$ cat config.mk
export PLATFORM = sky130hd
export DESIGN_NAME = imp_cal_seq
export DESIGN_NICKNAME = d
export VERILOG_FILES = /design/src/rtl/imp_cal_seq.sv
export SDC_FILE = /design/constraint.sdc
export NUM_CORES = 1
export LEC_CHECK = 0
export CAP_MARGIN = 10
export CORE_MARGIN = 2
export CORE_UTILIZATION = 69
export DETAILED_ROUTE_END_ITERATION = 10
export DONT_BUFFER_PORTS = 1
export GPL_TIMING_DRIVEN = 0
export PLACE_DENSITY = 0.85
export REMOVE_ABC_BUFFERS = 1
export SLEW_MARGIN = 30
export SYNTH_ARGS = -nofsm -noshare
export SYNTH_HDL_FRONTEND = slang
export SYNTH_SLANG_ARGS = --single-unit
export TNS_END_PERCENT = 50
$ cat constraint.sdc
create_clock -name clk -period 7.1 [get_ports clk]
set_clock_uncertainty 0.2 [all_clocks]
set_input_delay 0.71 -clock clk [delete_from_list [all_inputs] [get_ports clk]]
set_output_delay 0.71 -clock clk [all_outputs]
set_load 0.1 [all_outputs]
$ cat src/rtl/imp_cal_seq.sv
module imp_cal_seq #(
  parameter int              CLK_PS       = 5000,
  parameter int              SETTLE_NS    = 300,
  parameter longint unsigned INTERVAL_CYC = 64'd60_000_000_000
) (
  input  logic       clk,
  input  logic       rst_n,
  input  logic       start_i,
  input  logic       load_path_i,
  input  logic       cmp_i,
  output logic       cmp_en_o,
  output logic       cmp_mode_o,
  output logic [4:0] pu_code_o,
  output logic [4:0] pu_next_o,
  output logic [3:0] pd_code_o,
  output logic [3:0] pd_next_o,
  output logic       ld_en_o,
  output logic       ld_trig_o,
  output logic       ld_sel_o,
  output logic [4:0] pu_fin_o,
  output logic [3:0] pd_fin_o,
  output logic       busy_o,
  output logic       done_o
);
  localparam int SETTLE_CYC = (SETTLE_NS * 1000 + CLK_PS - 1) / CLK_PS;
  localparam int SW = $clog2(SETTLE_CYC + 1);
  localparam int TW = $clog2(INTERVAL_CYC + 1);
  localparam logic [TW-1:0] TMAX = TW'(INTERVAL_CYC - 1);
  localparam logic [SW-1:0] SLAST = SW'(SETTLE_CYC - 1);

  typedef enum logic [2:0] {
    S_IDLE, S_PU_GAP, S_PU_CMP, S_PD_GAP, S_PD_CMP, S_LD_ARM, S_LD_FIRE, S_LD_CLR
  } st_t;

  st_t           st;
  logic [4:0]    idx;
  logic [SW-1:0] scnt;
  logic [TW-1:0] tcnt;
  logic [4:0]    pu_sel;
  logic [3:0]    pd_sel;
  logic          sw_q;

  wire in_pu = (st == S_PU_GAP) || (st == S_PU_CMP);
  wire in_pd = (st == S_PD_GAP) || (st == S_PD_CMP);
  wire last  = (scnt == SLAST);

  assign cmp_en_o   = (st == S_PU_CMP) || (st == S_PD_CMP);
  assign cmp_mode_o = in_pd;
  assign pu_code_o  = in_pu ? idx : pu_sel;
  assign pd_code_o  = in_pd ? idx[3:0] : (in_pu ? 4'd0 : pd_sel);
  assign pu_next_o  = (pu_code_o == 5'd31) ? 5'd31 : pu_code_o + 5'd1;
  assign pd_next_o  = (pd_code_o == 4'd15) ? 4'd15 : pd_code_o + 4'd1;
  assign ld_en_o    = (st == S_LD_ARM) || (st == S_LD_FIRE) || ((st == S_LD_CLR) && !sw_q);
  assign ld_trig_o  = (st == S_LD_FIRE) && !sw_q;
  assign ld_sel_o   = (st == S_LD_FIRE) && sw_q;
  assign busy_o     = (st != S_IDLE);
  assign done_o     = (st == S_LD_CLR);

  always_ff @(posedge clk or negedge rst_n) begin
    if (!rst_n) begin
      st <= S_IDLE; idx <= '0; scnt <= '0; tcnt <= '0;
      pu_sel <= '0; pd_sel <= '0; sw_q <= 1'b0;
      pu_fin <= '0; pd_fin <= '0;
    end else begin
      unique case (st)
        S_IDLE:
          if (start_i || tcnt == TMAX) begin
            st <= S_PU_GAP; idx <= '0; tcnt <= '0; sw_q <= load_path_i;
          end else tcnt <= tcnt + 1'b1;
        S_PU_GAP: begin st <= S_PU_CMP; scnt <= '0; end
        S_PU_CMP: begin
          scnt <= scnt + 1'b1;
          if (last) begin
            if (cmp_i) begin pu_sel <= idx; idx <= '0; st <= S_PD_GAP; end
            else if (idx == 5'd31) begin pu_sel <= '0; idx <= '0; st <= S_PD_GAP; end
            else begin idx <= idx + 5'd1; st <= S_PU_GAP; end
          end
        end
        S_PD_GAP: begin st <= S_PD_CMP; scnt <= '0; end
        S_PD_CMP: begin
          scnt <= scnt + 1'b1;
          if (last) begin
            if (!cmp_i && idx != 5'd0) begin
              pd_sel <= idx[3:0] - 4'd1; st <= sw_q ? S_LD_FIRE : S_LD_ARM;
            end else if (idx == 5'd14) begin
              pd_sel <= '0; st <= sw_q ? S_LD_FIRE : S_LD_ARM;
            end else begin idx <= idx + 5'd1; st <= S_PD_GAP; end
          end
        end
        S_LD_ARM:  st <= S_LD_FIRE;
        S_LD_FIRE: begin pu_fin <= pu_sel; pd_fin <= pd_sel; st <= S_LD_CLR; end
        S_LD_CLR:  begin st <= S_IDLE; tcnt <= '0; end
        default:   st <= S_IDLE;
      endcase
    end
  end

  logic [4:0] pu_fin;
  logic [3:0] pd_fin;
  assign pu_fin_o = pu_fin;
  assign pd_fin_o = pd_fin;

  logic [SW:0] chk_run;
  always_ff @(posedge clk or negedge rst_n)
    if (!rst_n) chk_run <= '0;
    else chk_run <= cmp_en_o ? chk_run + 1'b1 : '0;

  assert_settle_R5: assert property (@(posedge clk) disable iff (!rst_n)
    $fell(cmp_en_o) |-> chk_run >= (SW+1)'(SETTLE_CYC));
  assert_codes_stable_R5: assert property (@(posedge clk) disable iff (!rst_n)
    (cmp_en_o && $past(cmp_en_o)) |-> ($stable(pu_code_o) && $stable(pd_code_o)));
  assert_pu_pd_zero_R1: assert property (@(posedge clk) disable iff (!rst_n)
    (cmp_en_o && !cmp_mode_o) |-> pd_code_o == 4'd0);
  assert_pd_no_top_R3: assert property (@(posedge clk) disable iff (!rst_n)
    (cmp_en_o && cmp_mode_o) |-> pd_code_o != 4'd15);
  assert_next_order_R6: assert property (@(posedge clk) disable iff (!rst_n)
    (pu_next_o >= pu_code_o) && (pd_next_o >= pd_code_o));
  assert_trig_edge_R7: assert property (@(posedge clk) disable iff (!rst_n)
    $rose(ld_trig_o) |-> ($past(ld_en_o) && ld_en_o && !ld_sel_o));
  assert_sw_clear_R8: assert property (@(posedge clk) disable iff (!rst_n)
    $fell(ld_sel_o) |-> (!ld_en_o && !ld_trig_o));
  assert_fin_only_done_R9: assert property (@(posedge clk) disable iff (!rst_n)
    ((pu_fin_o != $past(pu_fin_o)) || (pd_fin_o != $past(pd_fin_o))) |-> done_o);
  assert_done_single_R9: assert property (@(posedge clk) disable iff (!rst_n)
    done_o |=> !done_o);
  assert_busy_end_R10: assert property (@(posedge clk) disable iff (!rst_n)
    $fell(busy_o) |-> $past(done_o));
endmodule

==> results of run 1 <==
==> area by class of cell <==
class / count / area [um2]
timing repair buffer: 13 / 175
clock inverter: 6 / 62.6
multi-input combinational: 375 / 2570
tap: 77 / 96.3
fill: 421 / 1430
clock buffer: 10 / 138
sequential: 69 / 1730
inverter: 21 / 78.8
==> cell usage in the layout (no fill, tap or decap), types with 4 or more instances in the layout <==
cell type,instances
nor3_1,8
and3_1,13
a31oi_1,50
mux2i_1,11
dfrtp_1,69
o21ai_0,17
nand2b_1,6
nand4_1,14
mux2_2,13
buf_4,4
ha_1,9
nor2_1,19
nand3b_1,18
a21oi_1,13
and4_1,9
and2_1,4
nor4_1,10
o211ai_1,9
nand3_1,29
a41oi_1,4
nand2_1,44
clkbuf_8,10
or2_2,7
o31ai_1,6
inv_1,21
==> registers in the layout (all words and copies together), names as in the netlist <==
name / flops
scnt: 6
pu_fin_o: 5
tcnt: 36
idx: 5
st: 3
pu_sel: 5
pd_sel: 4
sw_q: 1
pd_fin_o: 4
==> timing repair <==
item,4_1_cts,5_1_grt
hold buffers,1,0
setup endpoints to repair,0,0
setup buffers,0,0
endpoints found under the hold margin,69,0
==> through the flow <==
step	setup WS (ps)	instances	hold slack (ps)
2_1_floorplan	236	465	214
3_3_place_gp	-1700	542	216
3_5_place_dp	1900	554	216
4_1_cts	1510	571	54.3
5_1_grt	1350	571	63.5
6_report	1540	571	35.3
==> metal layers <==
metal | vias to the layer above | part of all wire, %
li1 | 1884 | -
met1 | 1948 | 43
met2 | 163 | 49
met3 | 18 | 6.9
met4 | 0 | 1.3
met5 | - | 0
==> logic make-up (layout without fill, tap and decap cells) <==
group,after synthesis,in the layout
AOI/OAI and AO/OA,133,133
xor gates and xnor gates,4,4
adders and majority gates,9,9
buffers and inverters,59,50
DFF,69,69
muxes,27,27
and+or+nand+nor,202,202
==> report_power, final <==
group          internal (mW)  total, mW  switching [mW]  leakage, nW
Sequential             0.436      0.562           0.127        0.941
Combinational          0.253      0.869           0.616        0.950
Clock                  0.171      0.332           0.162       0.0943
==> path summary, 6_finish.rpt <==
kind / from / endpoint / slack, ps
setup / recovery: st[2] / pd_next_o[1] / 1540
hold / removal: rst_n / tcnt[30] / 40
setup reg to reg: tcnt[26] / idx[4] / 4010
hold reg to reg: tcnt[32] / tcnt[32] / 290
max in group asynchronous: rst_n / idx[4] / 6390
min in group clk: cmp_i / pd_sel[2] / 270
==> key figures, run 1 <==
Timing
  • Final Cycle Share: between 70% and 80%
  • Final setup TNS: 0 ps
  • Min Tclk post-route: around 5600 ps
  • Fmax: 180 MHz
  • Slew headroom: just over 30%
  • Final Hold Vio Count: 0
  • Worst-margin pin slew: 1030 ps
  • Count of final max-slew check failures: 0
  • RSZ-0062 raised after global routing: false
  • Final setup fails: 0

Finish
  • Area delta synth->final: 9.22%
  • Post-route cell area: 0.00485 mm2
  • Layout cell share with drive strength beyond 1: 13.6%
  • Final core utilization: 77.2%
  • Antenna Cells: 0
  • Net total in the final layout: 503

Clock network
  • CTS-repair resized insts: 0
  • Root buffer cell: clkbuf_8
  • CTS max path bufs: 2
  • CTS Sinks: 69
  • H-tree depth: 3
  • Clk Latency, worst-skew pair: 350 ps
  • CTS tree: built
  • TritonCTS Buffers: 9
  • Clock-pin slew on the worst setup and hold paths: 80 ps

Global route
  • Met3 global-route usage: 5.01%
  • Met1 Use GR: 40.4%
  • First-pass GRT wire length: ~17 mm
  • Initial antenna violation count: 0
  • Gr usage total: a little under 30%
  • Global route overflow: 0
  • Met2 usage: 47.6%
  • Grt peak-use layer: met2
  • Vias in the first global route: 3692
  • Largest net degree at the start of global routing: 70

Run status
  • Status: finished, final reports clean

Setup path
  • R2r worst-path depth: 6
  • Max stage delay on crit path: between 900 and 1000 ps
  • Crit. path cell count: 6
  • Critical setup path kind: register to output port
  • CP max stage cell: dfrtp_1
  • CP Buf/Inv Count: 1
  • WP data required: about 6200 ps
  • CP Capture Type: output port
  • CP delay by family, top: compound AO/OA/AOI/OAI gates
  • Critical path cell sequence: inv_1, a221oi_1, a22o_1, ha_1, nand3_1, nand2b_1
  • Critical Path AT: ~4700 ps
  • Critical path launch point type: register
  • Worst-path fanout max: 31

Pwr
  • Power, Total: 1.76 mW
  • Pleak: 1.99 nW
  • PD cells: 364 mW/mm2
  • Worst vdd ir: about 420 uV

Logic synthesis
  • Syn Area/Cell: 8.82 um2
  • Leading area contributor after synthesis: dfrtp_1
  • FFs w/ async S/R, synth: 100%
  • Cells after Synth: 503
  • Compound-Gate Fraction of Synth Area: 20.5%
  • Post-synth cell types: 60
  • Post-synth top cells: 69 x dfrtp_1, 50 x a31oi_1, 44 x nand2_1, 29 x nand3_1, 27 x clkbuf_1
  • Synth warn: 0
  • Top-count cell post-synth: dfrtp_1
  • Synth Area in XOR/XNOR: 0.790%
  • Synth Cell Area: roughly 0.0044 mm2
  • Post-synth EDFFs: 0
  • Adder-Cell Fraction of Synth Area: 2.54%
  • Post-synth top area share: 38.9%
  • Largest family of logic cells by synthesized area: simple AND/OR/NAND/NOR gates
  • Synth area leaders: dfrtp_1 39%, a31oi_1 7.1%, nand2_1 3.7%
  • Sequential area share after synthesis: about two fifths
  • Top FF cell, synth: dfrtp_1
  • Mux contribution to synthesized area: 6.57%
  • Simple-gate share of the synthesized area: between 20% and 30%
  • #FFs+latches synth: 69

Run
  • Max_cap viols: 0

Die
  • Total core area: 0.00628 mm2
  • Row cnt: 29
  • Die area: 0.00709 mm2
  • Initial Util: 70.7%
  • Die span in y: 84.2 um
  • I/O pins: 39
  • Die Width: 84.2 um

Place
  • Post-DP HPWL: between 6 and 7 mm
  • Final Wtd Congestion: 0.839
  • Cell area after placement: 0.00462 mm2
  • PortBufs: 0

Route
  • DRT Pass-1 Iters: 5
  • Final WL: 10.3 mm
  • Antenna Nets Post-Route: 0
  • Via count: 4013
  • Via/cell ratio: 7.03
  • DRC viols: 0
  • DR iter-0 viols: a little under 300
  • WL per Instance: approximately 18 um

Worst hold path
  • Worst hold path class: input pin to async pin
Power figures use the tool's default switching activity.
==> inputs of run 2 (changes only) <==
Settings changed: CORE_UTILIZATION 69 to 64, PLACE_DENSITY 0.85 to 0.8.
Clock period 7.1 ns to 5.5 ns, I/O delays scaled along.
==> run 2 against run 1 <==
Against the previous run:
- cell area fell by 0.59%
- highest routed layer unchanged
- total power is 26% higher
- largest cell class unchanged
- worst setup slack lost 1300 ps
- combinational power rose by 25%
- cell count increased by 0.35%
- die area grew 7.4%
- worst hold slack improved by 49 ps
- critical path type unchanged
- sequential power increased by 29%
- global-route usage down 2.2 points
==> key figures, run 2 (same netlist as run 1, synthesis figures left out) <==
Pwr
  • PD cells: 461 mW/mm2 (+27%)
  • Worst vdd ir: 346 uV (-18%)
  • Pleak: 1.97 nW (-0.74%)

Setup path
  • R2r endpoint: idx[4]
  • R2r worst-path depth: 7 (+1)
  • Critical path launch point type: register
  • CP Capture Type: output port
  • Worst setup path startpoint: st[2]
  • CP delay by family, top: simple AND/OR/NAND/NOR gates
  • R2R Path Start: tcnt[26]
  • Critical setup path kind: register to output port
  • Register-to-Register Setup Slack: 2390 ps (-1620 ps)
  • CP max stage cell: dfrtp_1
  • Critical Path AT: 4530 ps (-120 ps)
  • Critical path cell sequence: nor3b_1, a21o_1, a22oi_1, inv_1, nand3_1, nand2b_1
  • CP Buf/Inv Count: 1 (unchanged)
  • WP data required: 4750 ps (-1440 ps)
  • Worst-path fanout max: 31 (unchanged)
  • Max stage delay on crit path: 970 ps (about the same)

Finish
  • Commonest non-fill, non-tap cell in the layout: dfrtp_1
  • Final core utilization: 71.3% (-5.9 points)
  • Largest reg by FF count: tcnt
  • Commonest cells after routing, fill and taps aside: 69 x dfrtp_1, 50 x a31oi_1, 44 x nand2_1, 29 x nand3_1, 21 x inv_1
  • Layout cell share with drive strength beyond 1: 13.6% (+0.028 points)
  • Antenna Cells: 0 (unchanged)
  • Top Registers: tcnt (36), scnt (6)
  • Max reg flops: 36 (unchanged)
  • Post-route cell area: 0.00482 mm2 (-0.59%)
  • Area delta synth->final: 8.57%
  • Net total in the final layout: 502 (-0.20%)

Timing
  • Count of final max-slew check failures: 0 (unchanged)
  • Slew headroom: 32.0% (+0.97 points)
  • Fmax: 189 MHz
  • Final Cycle Share: roughly 96%
  • Min Tclk post-route: 5280 ps
  • Worst-margin pin slew: 1020 ps (-10.4 ps)
  • Final Hold Vio Count: 0 (unchanged)
  • Final worst setup slack: 216 ps (-1330 ps)
  • Final setup TNS: 0 ps (unchanged)
  • Final setup fails: 0 (unchanged)
  • RSZ-0062 raised after global routing: false

Clock network
  • TritonCTS Buffers: 9 (unchanged)
  • Root buffer cell: clkbuf_8
  • CTS tree: built
  • CTS max path bufs: 2 (unchanged)
  • CTS Sinks: 69 (unchanged)
  • Clock-pin slew on the worst setup and hold paths: 80 ps (about the same)
  • H-tree depth: 3 (unchanged)
  • Postcts setup bufs: 0 (unchanged)
  • Clk Latency, worst-skew pair: 370 ps (+20 ps)

Worst hold path
  • Hold Path Cell Cnt: 1
  • Worst hold path class: input pin to register
  • Hold Crit Start: cmp_i
  • Worst Hold Path EP: pd_sel[2]

Die
  • Initial Util: 65.7% (-5.0 points)
  • Die span in y: 87.3 um (+3.7%)
  • Row cnt: 30 (+3.4%)
  • Die area: 0.00761 mm2 (+7.4%)
  • I/O pins: 39 (unchanged)
  • Total core area: 0.00676 mm2 (+7.6%)
  • Die Width: 87.3 um (+3.7%)

Place
  • Cell area after placement: 0.00459 mm2 (-0.57%)
  • Worst slack, placed: 449 ps (-1450 ps)
  • Final Wtd Congestion: 0.816 (-2.8%)
  • Post-DP HPWL: 6.96 mm (+2.5%)
  • PortBufs: 0 (unchanged)

Global route
  • Initial antenna violation count: 0 (unchanged)
  • Largest net degree at the start of global routing: 70 (unchanged)
  • First-pass GRT wire length: 16.7 mm (-3.8%)
  • Global route overflow: 0 (unchanged)
  • Gr usage total: 27.4% (-2.2 points)
  • Vias in the first global route: 3612 (-2.2%)

Route
  • DRT Pass-1 Iters: 5 (unchanged)
  • WL per Instance: 18.0 um (+0.36%)
  • DR iter-0 viols: 294 (-0.34%)
  • DRC viols: 0 (unchanged)
  • Antenna Nets Post-Route: 0 (unchanged)
  • Via count: 3950 (-1.6%)
  • Via/cell ratio: 6.89 (-1.9%)
  • Final WL: 10.3 mm (+0.71%)

Run status
  • Status: finished, final reports clean

Run
  • Max_cap viols: 0 (unchanged)
==> run 2: per-stage QoR <==
stage	hold WS [ps]	std cells	total power [mW]
after detailed placement	56.0	555	1.80
after global placement	55.9	545	1.71
after global routing	92.3	573	2.33
final	84.2	573	2.22
after CTS	78.5	573	2.21
after floorplan	54.4	465	1.56
==> run 2: per-layer routing <==
layer	wire length [um]	GRT usage, %
met1	4780	38.3
met2	4960	41.7
met3	447	5.02
met4	149	11.9
met5	0	0
==> run 2: cell type report <==
cell class | instances | area [um2]
fill | 521 | 1940
inverter | 21 | 78.8
clock buffer | 10 | 138
sequential | 69 | 1730
timing repair buffer | 12 | 155
multi-input combinational | 375 | 2570
clock inverter | 6 | 46.3
tap | 80 | 100
==> run 2: what timing repair did <==
item | CTS | global route
hold endpoints to repair | 69 | 0
setup endpoints to repair | 0 | 3
resized for setup | 0 | 2
hold buffers | 2 | 0
==> run 2: worst max path at each step <==
stage / slack (ps) / end / cells after the start
floorplan: -1360 / sw_q / 4
global placement: -3320 / sw_q / 4
detailed placement: 450 / pd_next_o[1] / 6
CTS: 40 / pd_next_o[1] / 6
global route: 50 / pd_next_o[1] / 6
finish: 220 / pd_next_o[1] / 6
==> run 2: report_power, final <==
group / switching (mW) / internal [mW] / total, mW
combinational: 0.786 / 0.306 / 1.09
sequential: 0.165 / 0.562 / 0.727
clock: 0.222 / 0.178 / 0.400
==> inputs of run 3 (changes only) <==
Settings changed: CORE_ASPECT_RATIO set to 0.75.
==> run 3 against run 2 <==
Against the previous run:
- total power up 6.4%
- global-route usage up 0.85 points
- critical endpoint is now pu_next_o[2]
- non-clock buffer count up 2
- first-iteration DRC count down 8.2%
==> key figures, run 3 (same netlist as run 1, synthesis figures left out) <==
Place
  • PortBufs: 0 (unchanged)
  • Worst slack, placed: 502 ps (+53.3 ps)
  • Post-DP HPWL: 6.95 mm (-0.14%)
  • Cell area after placement: 0.00460 mm2 (+0.25%)
  • Final Wtd Congestion: 0.808 (-0.99%)

Pwr
  • PD cells: 484 mW/mm2 (+5.1%)
  • Pleak: 2.00 nW (+1.4%)
  • Worst vdd ir: 298 uV (-14%)
  • Power, Total: 2.36 mW (+6.4%)

Finish
  • Storage element area: 0.00173 mm2 (unchanged)
  • Area delta synth->final: 9.95%
  • Multi-input gate area: 0.00257 mm2 (about the same)
  • Antenna Cells: 0 (unchanged)
  • Layout cell share with drive strength beyond 1: 13.6% (-0.028 points)
  • Post-route cell area: 0.00488 mm2 (+1.3%)
  • Largest reg by FF count: tcnt
  • Commonest cells after routing, fill and taps aside: 69 x dfrtp_1, 50 x a31oi_1, 44 x nand2_1, 29 x nand3_1, 21 x inv_1
  • Fill count: 515 (-1.2%)
  • Net total in the final layout: 504 (+0.40%)
  • Final core utilization: 72.1% (+0.80 points)
  • Commonest non-fill, non-tap cell in the layout: dfrtp_1
  • Max reg flops: 36 (unchanged)
  • Top Registers: tcnt (36), scnt (6)

Timing
  • Final Cycle Share: 95.5% (-0.55 points)
  • Count of final max-slew check failures: 0 (unchanged)
  • Final worst setup slack: 246 ps (+30.1 ps)
  • RSZ-0062 raised after global routing: false
  • Fin Hold WS: 113 ps (+28.8 ps)
  • Final setup fails: 0 (unchanged)
  • Final Hold Vio Count: 0 (unchanged)
  • Slew headroom: 31.2% (-0.79 points)
  • Fmax: 190 MHz (+0.57%)
  • Worst-margin pin slew: 1040 ps (+11.9 ps)
  • Min Tclk post-route: 5250 ps (-30.1 ps)

Run status
  • Status: finished, final reports clean

Clock network
  • CTS Sinks: 69 (unchanged)
  • CTS tree: built
  • Clock-pin slew on the worst setup and hold paths: 70 ps (about the same)
  • H-tree depth: 3 (unchanged)
  • Root buffer cell: clkbuf_8
  • TritonCTS Buffers: 9 (unchanged)
  • CTS max path bufs: 2 (unchanged)
  • Clk Latency, worst-skew pair: 350 ps (-20 ps)

Route
  • Via/cell ratio: 6.99 (+1.4%)
  • WL per Instance: 18.4 um (+2.2%)
  • Antenna Nets Post-Route: 0 (unchanged)
  • Via count: 4040 (+2.3%)
  • DRC viols: 0 (unchanged)
  • DRT Pass-1 Iters: 5 (unchanged)
  • DR iter-0 viols: 270 (-8.2%)
  • Final WL: 10.7 mm (+3.1%)

Setup path
  • Worst-path fanout max: 31 (unchanged)
  • CP delay by family, top: simple AND/OR/NAND/NOR gates
  • Max stage delay on crit path: 960 ps (about the same)
  • CP Buf/Inv Count: 2 (+1)
  • Critical path cell sequence: inv_1, and2_1, mux2i_1, inv_1, ha_1, nor4bb_1, nand2b_1
  • Critical path launch point type: register
  • CP Capture Type: output port
  • Critical setup path kind: register to output port
  • CP max stage cell: dfrtp_1
  • WP data required: 4750 ps (about the same)
  • R2R Path Start: st[0]
  • Worst setup path startpoint: st[2]
  • Top cell by count, worst path: inv_1
  • Critical Path AT: 4500 ps (-30 ps)

Die
  • Initial Util: 65.6% (-0.097 points)
  • Die Width: 100 um (+15%)
  • Die span in y: 76.1 um (-13%)
  • Row cnt: 26 (-13%)
  • Die area: 0.00762 mm2 (about the same)
  • I/O pins: 39 (unchanged)
  • Total core area: 0.00677 mm2 (+0.15%)

Worst hold path
  • Hold Crit Start: cmp_i
  • Worst hold path class: input pin to register

Global route
  • Largest net degree at the start of global routing: 70 (unchanged)
  • Gr usage total: 28.2% (+0.85 points)
  • Initial antenna violation count: 0 (unchanged)
  • First-pass GRT wire length: 17.5 mm (+4.9%)
  • Vias in the first global route: 3544 (-1.9%)
  • Global route overflow: 0 (unchanged)

Run
  • Max_cap viols: 0 (unchanged)
-- run 3: cell count changes in the layout (fill, tap and decap cells not counted), sizes merged --
| cell | before | now |
|---|---|---|
| clkbuf | 10 | 9 |
| buf | 11 | 13 |
| bufinv | 0 | 3 |
| clkinv | 3 | 0 |
| clkinvlp | 2 | 3 |
| inv | 22 | 21 |
-- run 3: worst reg2reg max path: cells and delay by family (launching register included) --
family,cells,cell delay (ps)
AND/OR/NAND/NOR,2,320
multiplexers,1,300
buffers and inverters,3,1130
flip-flops,1,960
-- run 3: final timing paths --
kind,depth (start not counted),slack [ps],to
setup / recovery,7,250,pu_next_o[2]
hold / removal,1,110,pd_sel[2]
setup reg to reg,6,2490,sw_q
hold reg to reg,1,280,tcnt[32]
max in group asynchronous,2,4230,pu_sel[4]
min in group asynchronous,2,530,tcnt[35]
-- run 3: per-stage QoR --
stage	setup TNS [ps]	std cells
after CTS	0	578
final	0	578
after global placement	-68780	549
after floorplan	-5760	465
after detailed placement	0	561
after global routing	0	578
-- run 3: layout make-up --
type | count | area share [%]
sequential | 69 | 35.4
timing repair buffer | 14 | 3.31
multi-input combinational | 375 | 52.7
clock inverter | 6 | 2.31
tap | 84 | 2.15
clock buffer | 9 | 2.54
inverter | 21 | 1.62
-- run 3: timing repair --
item	4_1_cts	5_1_grt
hold endpoints to repair	69	0
setup endpoints to repair	0	2
hold buffers	2	0
setup buffers	0	0
resized for setup	0	1
-- run 3: power breakdown --
part | switching, mW | internal (mW) | leakage [nW]
Sequential | 0.169 | 0.562 | 0.941
Clock | 0.204 | 0.298 | 0.108
Combinational | 0.805 | 0.322 | 0.951
-- run 3: layer usage --
| metal | track usage (%) | share of wire, % |
|---|---|---|
| met2 | 41.0 | 46 |
| met3 | 7.06 | 6.5 |
| met4 | 6.30 | 1.0 |
| met1 | 42.6 | 47 |
| met5 | 0 | 0 |
